[src/rtl/cfs_pkg.sv]
package cfs_pkg;
   typedef enum logic [0:0] {
      SEQ_IDLE  = 1'b0,
      SEQ_ISSUE = 1'b1
   } seq_state_t;
endpackage

[src/rtl/cfs_instr_store.sv]
module cfs_instr_store #(
   parameter int DEPTH  = 64,
   parameter int WIDTH  = 32,
   parameter int ADDR_W = $clog2(DEPTH)
) (
   input  logic              clk,
   input  logic              we,
   input  logic [ADDR_W-1:0] waddr,
   input  logic [WIDTH-1:0]  wdata,
   input  logic [ADDR_W-1:0] raddr,
   output logic [WIDTH-1:0]  rdata
);
   logic [WIDTH-1:0] mem [DEPTH];

   always_ff @(posedge clk) begin
      if (we) mem[waddr] <= wdata;
   end

   assign rdata = mem[raddr];
endmodule

[src/rtl/cfs_desc_table.sv]
module cfs_desc_table #(
   parameter int N      = 16,
   parameter int IDX_W  = 4,
   parameter int ADDR_W = 6,
   parameter int LEN_W  = 7,
   parameter int TOK_W  = 4,
   parameter int RES_W  = 4
) (
   input  logic                       clk,
   input  logic                       rst_n,
   input  logic                       we,
   input  logic [IDX_W-1:0]           idx,
   input  logic [ADDR_W-1:0]          w_start,
   input  logic [LEN_W-1:0]           w_len,
   input  logic [TOK_W-1:0]           w_need,
   input  logic [RES_W-1:0]           w_rmask,
   output logic [N-1:0][ADDR_W-1:0]   d_start,
   output logic [N-1:0][LEN_W-1:0]    d_len,
   output logic [N-1:0][TOK_W-1:0]    d_need,
   output logic [N-1:0][RES_W-1:0]    d_rmask,
   output logic [N-1:0]               d_live
);
   for (genvar i = 0; i < N; i++) begin : g_entry
      always_ff @(posedge clk) begin
         if (!rst_n) begin
            d_start[i] <= '0;
            d_len[i]   <= '0;
            d_need[i]  <= '0;
            d_rmask[i] <= '0;
         end else if (we && idx == IDX_W'(i)) begin
            d_start[i] <= w_start;
            d_len[i]   <= w_len;
            d_need[i]  <= w_need;
            d_rmask[i] <= w_rmask;
         end
      end
      assign d_live[i] = (d_len[i] != '0);
   end
endmodule

[src/rtl/cfs_token_bank.sv]
module cfs_token_bank #(
   parameter int N     = 16,
   parameter int IDX_W = 4,
   parameter int TOK_W = 4,
   parameter int RES_W = 4
) (
   input  logic                     clk,
   input  logic                     rst_n,
   input  logic [N-1:0]             tok_in,
   input  logic [N-1:0][TOK_W-1:0]  need,
   input  logic [N-1:0][RES_W-1:0]  rmask,
   input  logic [N-1:0]             live,
   input  logic [RES_W-1:0]         res_free,
   input  logic                     launch,
   input  logic [IDX_W-1:0]         launch_idx,
   output logic [N-1:0]             ready
);
   localparam logic [TOK_W-1:0] CNT_MAX = '1;

   for (genvar i = 0; i < N; i++) begin : g_cnt
      logic [TOK_W-1:0] cnt;
      logic [TOK_W-1:0] base;
      logic [TOK_W-1:0] nxt;
      logic             consume;

      always_comb begin
         consume = launch && (launch_idx == IDX_W'(i));
         base    = consume ? (cnt - need[i]) : cnt;
         nxt     = (tok_in[i] && base != CNT_MAX) ? base + 1'b1 : base;
      end

      always_ff @(posedge clk) begin
         if (!rst_n) cnt <= '0;
         else        cnt <= nxt;
      end

      assign ready[i] = live[i] && (cnt >= need[i]) &&
                        ((rmask[i] & ~res_free) == '0);

      // a launch never takes more tokens than the counter holds
      p_launch_tokens_r3: assert property (@(posedge clk) disable iff (!rst_n)
         (launch && launch_idx == IDX_W'(i)) |-> (cnt >= need[i]));
   end
endmodule

[src/rtl/cfs_rr_arbiter.sv]
module cfs_rr_arbiter #(
   parameter int N     = 16,
   parameter int IDX_W = 4
) (
   input  logic [N-1:0]     req,
   input  logic [IDX_W-1:0] last,
   output logic             gnt_valid,
   output logic [IDX_W-1:0] gnt_idx
);
   always_comb begin
      int c;
      gnt_valid = 1'b0;
      gnt_idx   = '0;
      for (int k = 1; k <= N; k++) begin
         c = int'(last) + k;
         if (c >= N) c = c - N;
         if (!gnt_valid && req[c]) begin
            gnt_valid = 1'b1;
            gnt_idx   = IDX_W'(c);
         end
      end
   end
endmodule

[src/rtl/codelet_fire_sched.sv]
module codelet_fire_sched
   import cfs_pkg::*;
#(
   parameter int NUM_CL     = 16,
   parameter int IMEM_DEPTH = 64,
   parameter int INSTR_W    = 32,
   parameter int NUM_RES    = 4,
   parameter int TOK_W      = 4,
   localparam int IDX_W     = $clog2(NUM_CL),
   localparam int ADDR_W    = $clog2(IMEM_DEPTH),
   localparam int LEN_W     = $clog2(IMEM_DEPTH + 1)
) (
   input  logic               clk,
   input  logic               rst_n,
   input  logic               init_mode,
   input  logic               ld_instr_we,
   input  logic [ADDR_W-1:0]  ld_instr_addr,
   input  logic [INSTR_W-1:0] ld_instr_data,
   input  logic               ld_desc_we,
   input  logic [IDX_W-1:0]   ld_desc_idx,
   input  logic [ADDR_W-1:0]  ld_desc_start,
   input  logic [LEN_W-1:0]   ld_desc_len,
   input  logic [TOK_W-1:0]   ld_desc_need,
   input  logic [NUM_RES-1:0] ld_desc_rmask,
   input  logic [NUM_CL-1:0]  tok_pulse,
   input  logic [NUM_RES-1:0] res_free,
   output logic               iss_valid,
   input  logic               iss_ready,
   output logic [INSTR_W-1:0] iss_data,
   output logic [IDX_W-1:0]   iss_cl,
   output logic               done_pulse,
   output logic [IDX_W-1:0]   done_cl
);
   if (NUM_CL < 2 || NUM_CL > 64) begin : g_bad_ncl
      $error("NUM_CL must lie in 2..64");
   end
   if (IMEM_DEPTH < 2 || (IMEM_DEPTH & (IMEM_DEPTH - 1)) != 0) begin : g_bad_depth
      $error("IMEM_DEPTH must be a power of two of at least 2");
   end
   if (TOK_W < 1 || NUM_RES < 1 || INSTR_W < 1) begin : g_bad_w
      $error("TOK_W, NUM_RES and INSTR_W must be positive");
   end

   logic [NUM_CL-1:0][ADDR_W-1:0]  d_start;
   logic [NUM_CL-1:0][LEN_W-1:0]   d_len;
   logic [NUM_CL-1:0][TOK_W-1:0]   d_need;
   logic [NUM_CL-1:0][NUM_RES-1:0] d_rmask;
   logic [NUM_CL-1:0]              d_live;
   logic [NUM_CL-1:0]              cl_ready;
   logic                           gnt_valid;
   logic [IDX_W-1:0]               gnt_idx;
   logic                           launch;

   seq_state_t       state;
   logic [IDX_W-1:0] cur_cl;
   logic [IDX_W-1:0] last_cl;
   logic [ADDR_W-1:0] ptr;
   logic [LEN_W-1:0]  rem;
   logic              last_beat;

   cfs_instr_store #(.DEPTH(IMEM_DEPTH), .WIDTH(INSTR_W), .ADDR_W(ADDR_W)) u_store (
      .clk   (clk),
      .we    (ld_instr_we),
      .waddr (ld_instr_addr),
      .wdata (ld_instr_data),
      .raddr (ptr),
      .rdata (iss_data)
   );

   cfs_desc_table #(.N(NUM_CL), .IDX_W(IDX_W), .ADDR_W(ADDR_W), .LEN_W(LEN_W),
                    .TOK_W(TOK_W), .RES_W(NUM_RES)) u_desc (
      .clk     (clk),
      .rst_n   (rst_n),
      .we      (ld_desc_we),
      .idx     (ld_desc_idx),
      .w_start (ld_desc_start),
      .w_len   (ld_desc_len),
      .w_need  (ld_desc_need),
      .w_rmask (ld_desc_rmask),
      .d_start (d_start),
      .d_len   (d_len),
      .d_need  (d_need),
      .d_rmask (d_rmask),
      .d_live  (d_live)
   );

   cfs_token_bank #(.N(NUM_CL), .IDX_W(IDX_W), .TOK_W(TOK_W), .RES_W(NUM_RES)) u_tok (
      .clk        (clk),
      .rst_n      (rst_n),
      .tok_in     (tok_pulse),
      .need       (d_need),
      .rmask      (d_rmask),
      .live       (d_live),
      .res_free   (res_free),
      .launch     (launch),
      .launch_idx (gnt_idx),
      .ready      (cl_ready)
   );

   cfs_rr_arbiter #(.N(NUM_CL), .IDX_W(IDX_W)) u_arb (
      .req       (cl_ready),
      .last      (last_cl),
      .gnt_valid (gnt_valid),
      .gnt_idx   (gnt_idx)
   );

   assign launch    = (state == SEQ_IDLE) && !init_mode && gnt_valid;
   assign last_beat = (state == SEQ_ISSUE) && iss_ready && (rem == LEN_W'(1));

   always_ff @(posedge clk) begin
      if (!rst_n) begin
         state      <= SEQ_IDLE;
         cur_cl     <= '0;
         last_cl    <= IDX_W'(NUM_CL - 1);
         ptr        <= '0;
         rem        <= '0;
         done_pulse <= 1'b0;
         done_cl    <= '0;
      end else begin
         done_pulse <= last_beat;
         if (last_beat) done_cl <= cur_cl;
         case (state)
            SEQ_IDLE: if (launch) begin
               state   <= SEQ_ISSUE;
               cur_cl  <= gnt_idx;
               last_cl <= gnt_idx;
               ptr     <= d_start[gnt_idx];
               rem     <= d_len[gnt_idx];
            end
            SEQ_ISSUE: if (iss_ready) begin
               ptr <= ptr + 1'b1;
               rem <= rem - 1'b1;
               if (rem == LEN_W'(1)) state <= SEQ_IDLE;
            end
            default: state <= SEQ_IDLE;
         endcase
      end
   end

   assign iss_valid = (state == SEQ_ISSUE);
   assign iss_cl    = cur_cl;

   p_stall_hold_r7: assert property (@(posedge clk) disable iff (!rst_n)
      (iss_valid && !iss_ready && !ld_instr_we) |=>
         (iss_valid && $stable(iss_data) && $stable(iss_cl)));

   p_done_single_r8: assert property (@(posedge clk) disable iff (!rst_n)
      done_pulse |=> !done_pulse);

   p_no_launch_init_r5: assert property (@(posedge clk) disable iff (!rst_n)
      (init_mode && !iss_valid) |=> !iss_valid);

   p_launch_res_r4: assert property (@(posedge clk) disable iff (!rst_n)
      launch |-> ((d_rmask[gnt_idx] & ~res_free) == '0));

   p_grant_req_r9: assert property (@(posedge clk) disable iff (!rst_n)
      gnt_valid |-> cl_ready[gnt_idx]);

   p_zero_len_r11: assert property (@(posedge clk) disable iff (!rst_n)
      launch |-> (d_len[gnt_idx] != '0));
endmodule

[config.mk]
export PLATFORM = sky130hd
export DESIGN_NAME = codelet_fire_sched
export DESIGN_NICKNAME = d
export VERILOG_FILES = /design/src/rtl/cfs_pkg.sv /design/src/rtl/cfs_instr_store.sv /design/src/rtl/cfs_desc_table.sv /design/src/rtl/cfs_token_bank.sv /design/src/rtl/cfs_rr_arbiter.sv /design/src/rtl/codelet_fire_sched.sv
export SDC_FILE = /design/constraint.sdc
export NUM_CORES = 2
export LEC_CHECK = 0
export BUFFER_PORTS_ARGS = -buffer_cell sky130_fd_sc_hd__buf_2
export CAP_MARGIN = 30
export CORE_AREA = 2 2 569 458
export DETAILED_ROUTE_END_ITERATION = 12
export DIE_AREA = 0 0 571 460
export PLACE_DENSITY = 0.61
export SYNTH_ARGS = -nofsm -noshare
export SYNTH_HDL_FRONTEND = slang
export SYNTH_SLANG_ARGS = --single-unit
[constraint.sdc]
create_clock -name clk -period 8.1 [get_ports clk]
set_clock_uncertainty 0.05 [all_clocks]
set_input_delay 0 -clock clk [delete_from_list [all_inputs] [get_ports clk]]
set_output_delay 0 -clock clk [all_outputs]
set_load 0.1 [all_outputs]
==> impl_metrics.env <==
export IMPL_grtUsageTotal=0.213
export IMPL_die_h_um=460
export IMPL_synth_distinct_cells=88
export IMPL_yosysSeqAreaShare=0.685
export IMPL_rows=167
export IMPL_synth_most_common_cell="edfxtp_1"
export IMPL_pwr_share_seq=0.388
export IMPL_grt_pass1_vias=57200
export IMPL_min_period_over_period=0.935
export IMPL_maxCapViolCount=0
export IMPL_antenna_left=0
export IMPL_pwr_share_clk=0.311
export IMPL_met1Wirelength_um=126000
export IMPL_status="finished, final reports clean"
export IMPL_arrival_ns=8.34
export IMPL_final_area_mm2=0.118
export IMPL_start_util=0.398
export IMPL_dpl_cell_area_mm2=0.108
export IMPL_synth_top_area_cell="edfxtp_1"
export IMPL_top_layer_used="met5"
export IMPL_dieWidth_um=571
export IMPL_first_pass_iters=6
export IMPL_synth_commonest_cells="edfxtp_1, nand2_1, mux4_2, a21oi_1, dfxtp_1"
export IMPL_ys_flop_type="edfxtp_1"
export IMPL_ys_ff_latch=2481
export IMPL_hold_violations=0
export IMPL_coreArea_mm2=0.257
export IMPL_async_reset_ff_frac=0
export IMPL_drt_iter0_drc=7825
export IMPL_worstSetupPathType="reg -> reg"
export IMPL_syn_nets=6383
export IMPL_start_kind="register"
export IMPL_p_sw_frac=0.328
export IMPL_clk_pin_slew_worst_paths_ns=0.06
export IMPL_final_nets=6705
export IMPL_drv_slew=0
export IMPL_syn_to_final_growth_pct=15.1
export IMPL_synth_edf_count=2048
export IMPL_instances_no_fill=10200
export IMPL_yosysWarnings=0
export IMPL_p_comb_frac=0.300
export IMPL_grt_pass1_wl_um=408000
export IMPL_via_per_inst=5.84
export IMPL_max_slew_margin=0.238
export IMPL_hpwl_um=162000
export IMPL_wl_per_cell_um=27.9
export IMPL_via_count=59500
export IMPL_power_internal_mw=24.6
export IMPL_num_io_pins=131
export IMPL_layout_setup_ws_ns=0.530
export IMPL_clockRootBuffer="clkbuf_16"
export IMPL_synth_area_leaders="edfxtp_1, mux4_2, dfxtp_1"
export IMPL_antenna_found_initial=22
export IMPL_utilization=0.458
export IMPL_placed_cells_incl_taps=9599
export IMPL_cts_tree="yes"
export IMPL_switchingPower_mw=12.0
export IMPL_fillers=21800
export IMPL_h_tree_depth=4
export IMPL_syn_mean_instance_area_um2=16.5
export IMPL_gr_total_overflow=0
export IMPL_irDropWorstVdd_mv=0.592
export IMPL_drive_gt1_frac=0.225
export IMPL_p_leak_nw=36.9
export IMPL_netlist_area_leader_share=0.600
export IMPL_powerDensity_mw_per_mm2=311
export IMPL_max_freq_ghz=0.132
export IMPL_required_ns=8.87
export IMPL_dp_slack_ns=0.960
export IMPL_final_setup_viol_count=0
export IMPL_grt_max_degree=158
export IMPL_synth_cells=6204
export IMPL_clockBufferDepth=4
export IMPL_cp_end_kind="register"
export IMPL_dr_wl_met2_um=126000
export IMPL_hold_class="in -> reg"
export IMPL_cts_buffers=244
export IMPL_syn_cell_area_mm2=0.102
export IMPL_drc=0
export IMPL_tns_ns=0
export IMPL_rsz0062_at_grt="no"
export IMPL_worstMarginPinSlew_ns=1.14
export IMPL_die_area_mm2=0.263
export IMPL_dr_wl_met3_um=26800
export IMPL_fin_crit_ns=7.57
export IMPL_clock_sinks=2481
export IMPL_clk_latency_ns=0.91
export IMPL_routed_wirelength_um=285000
export IMPL_cp_max_fo=15
export IMPL_gp_congestion=0.896
export IMPL_port_buffers=130
cell type report:
| cell class | count | area [µm²] | area share |
|---|---|---|---|
| flip-flops and latches | 2481 | 70200 | 0.595 |
| clock inverters | 130 | 1460 | 0.0124 |
| well taps | 3464 | 4330 | 0.0368 |
| multi-input cells | 3241 | 31000 | 0.263 |
| clock buffers | 311 | 6480 | 0.0550 |
| repair buffers | 450 | 4020 | 0.0341 |
| diodes | 13 | 32.5 | 0.000276 |
| inverters | 108 | 413 | 0.00350 |
per-layer routing:
metal,track usage,vias to the layer above
li1,-,25000
met1,0.330,31300
met2,0.314,2833
met3,0.0339,379
met4,0.0514,2
met5,0,-
path summary, 6_finish.rpt:
kind,startpoint,end,slack (ns),cells after the start
min reg2reg,u_desc.d_rmask[20],u_desc.d_rmask[20],0.40,2
max,last_cl[1],u_tok.g_cnt[12].cnt[0],0.53,18
min,tok_pulse[8],u_tok.g_cnt[8].cnt[0],0.05,4
max reg2reg,last_cl[1],u_tok.g_cnt[12].cnt[0],0.53,18
what timing repair did:
action                      CTS  global route
hold endpoints to repair   2567            76
setup endpoints to repair     0             1
resized for setup             0             1
hold buffers                118             9
setup buffers                 0             0
registers in the layout, indices dropped and copies added, names as in the netlist, 6 cells and up, named ones only:
register,cells
u_desc.d_start,96
u_store.mem,2048
u_tok.g_cnt.cnt,64
u_desc.d_rmask,64
u_desc.d_len,112
rem,7
u_desc.d_need,64
ptr,6
layout by cell type, fill, tap and decap left out, types with 32 or more instances in the layout:
master         count
buf_4            136
and3_1            32
buf_2            138
clkinv_1          41
inv_1            105
ha_1              74
edfxtp_1        2048
clkbuf_16        246
nand4_1           78
nand2_1          849
nor2_1           107
mux4_2           688
dfxtp_1          427
clkbuf_1          57
mux2_2            34
clkinv_2          37
xnor2_1           34
nor3_1            34
nor2_4            64
mux2i_1          175
dlygate4sd3_1    127
buf_12            36
a21oi_1          469
nand3_1           85
o21ai_0           63
nor2b_1           73
logic make-up (layout without fill, tap and decap cells):
| family | count (synthesis) | in the layout | synth area share |
|---|---|---|---|
| DFF | 2481 | 2481 | 0.685 |
| and+or+nand+nor | 1475 | 1475 | 0.0667 |
| muxes | 898 | 898 | 0.172 |
| AOI/OAI and AO/OA | 720 | 720 | 0.0409 |
| buffers and inverters | 482 | 999 | 0.0185 |
| adders and majority gates | 90 | 90 | 0.0122 |
| xor gates and xnor gates | 58 | 58 | 0.00496 |
| other | 0 | 13 | 0 |
power by group through the flow:
stage	Combinational, mW	Clock [mW]	Sequential (mW)
2_1_floorplan	7.36	0	14.4
3_3_place_gp	10.5	0	14.5
3_5_place_dp	10.7	0	14.5
4_1_cts	10.8	11.6	14.2
5_1_grt	11.5	12.1	14.2
6_report	11.0	11.4	14.2
worst max-delay path: stages (launching register included):
cell,delay (ns)
dfxtp_1,0.66
clkinv_1,0.48
ha_1,0.72
inv_1,0.33
nor2_1,0.17
nand4_1,0.13
nand4_1,0.27
a22oi_1,0.57
or3b_2,0.53
nor4_4,0.48
nand3_2,0.17
o31ai_2,0.39
o2bb2ai_4,0.30
buf_4,0.31
nor4_4,0.64
mux2i_1,0.39
o21ai_0,0.13
a31oi_1,0.19
dlygate4sd3_1,0.56
stage by stage:
stage,total power [mW],hold slack [ns]
after global placement,25.1,0.204
after detailed placement,25.2,0.207
after global routing,37.8,0.0362
final,36.6,0.0462
after floorplan,21.8,0.0400
after CTS,36.6,0.00377
Power figures use the tool's default switching activity.
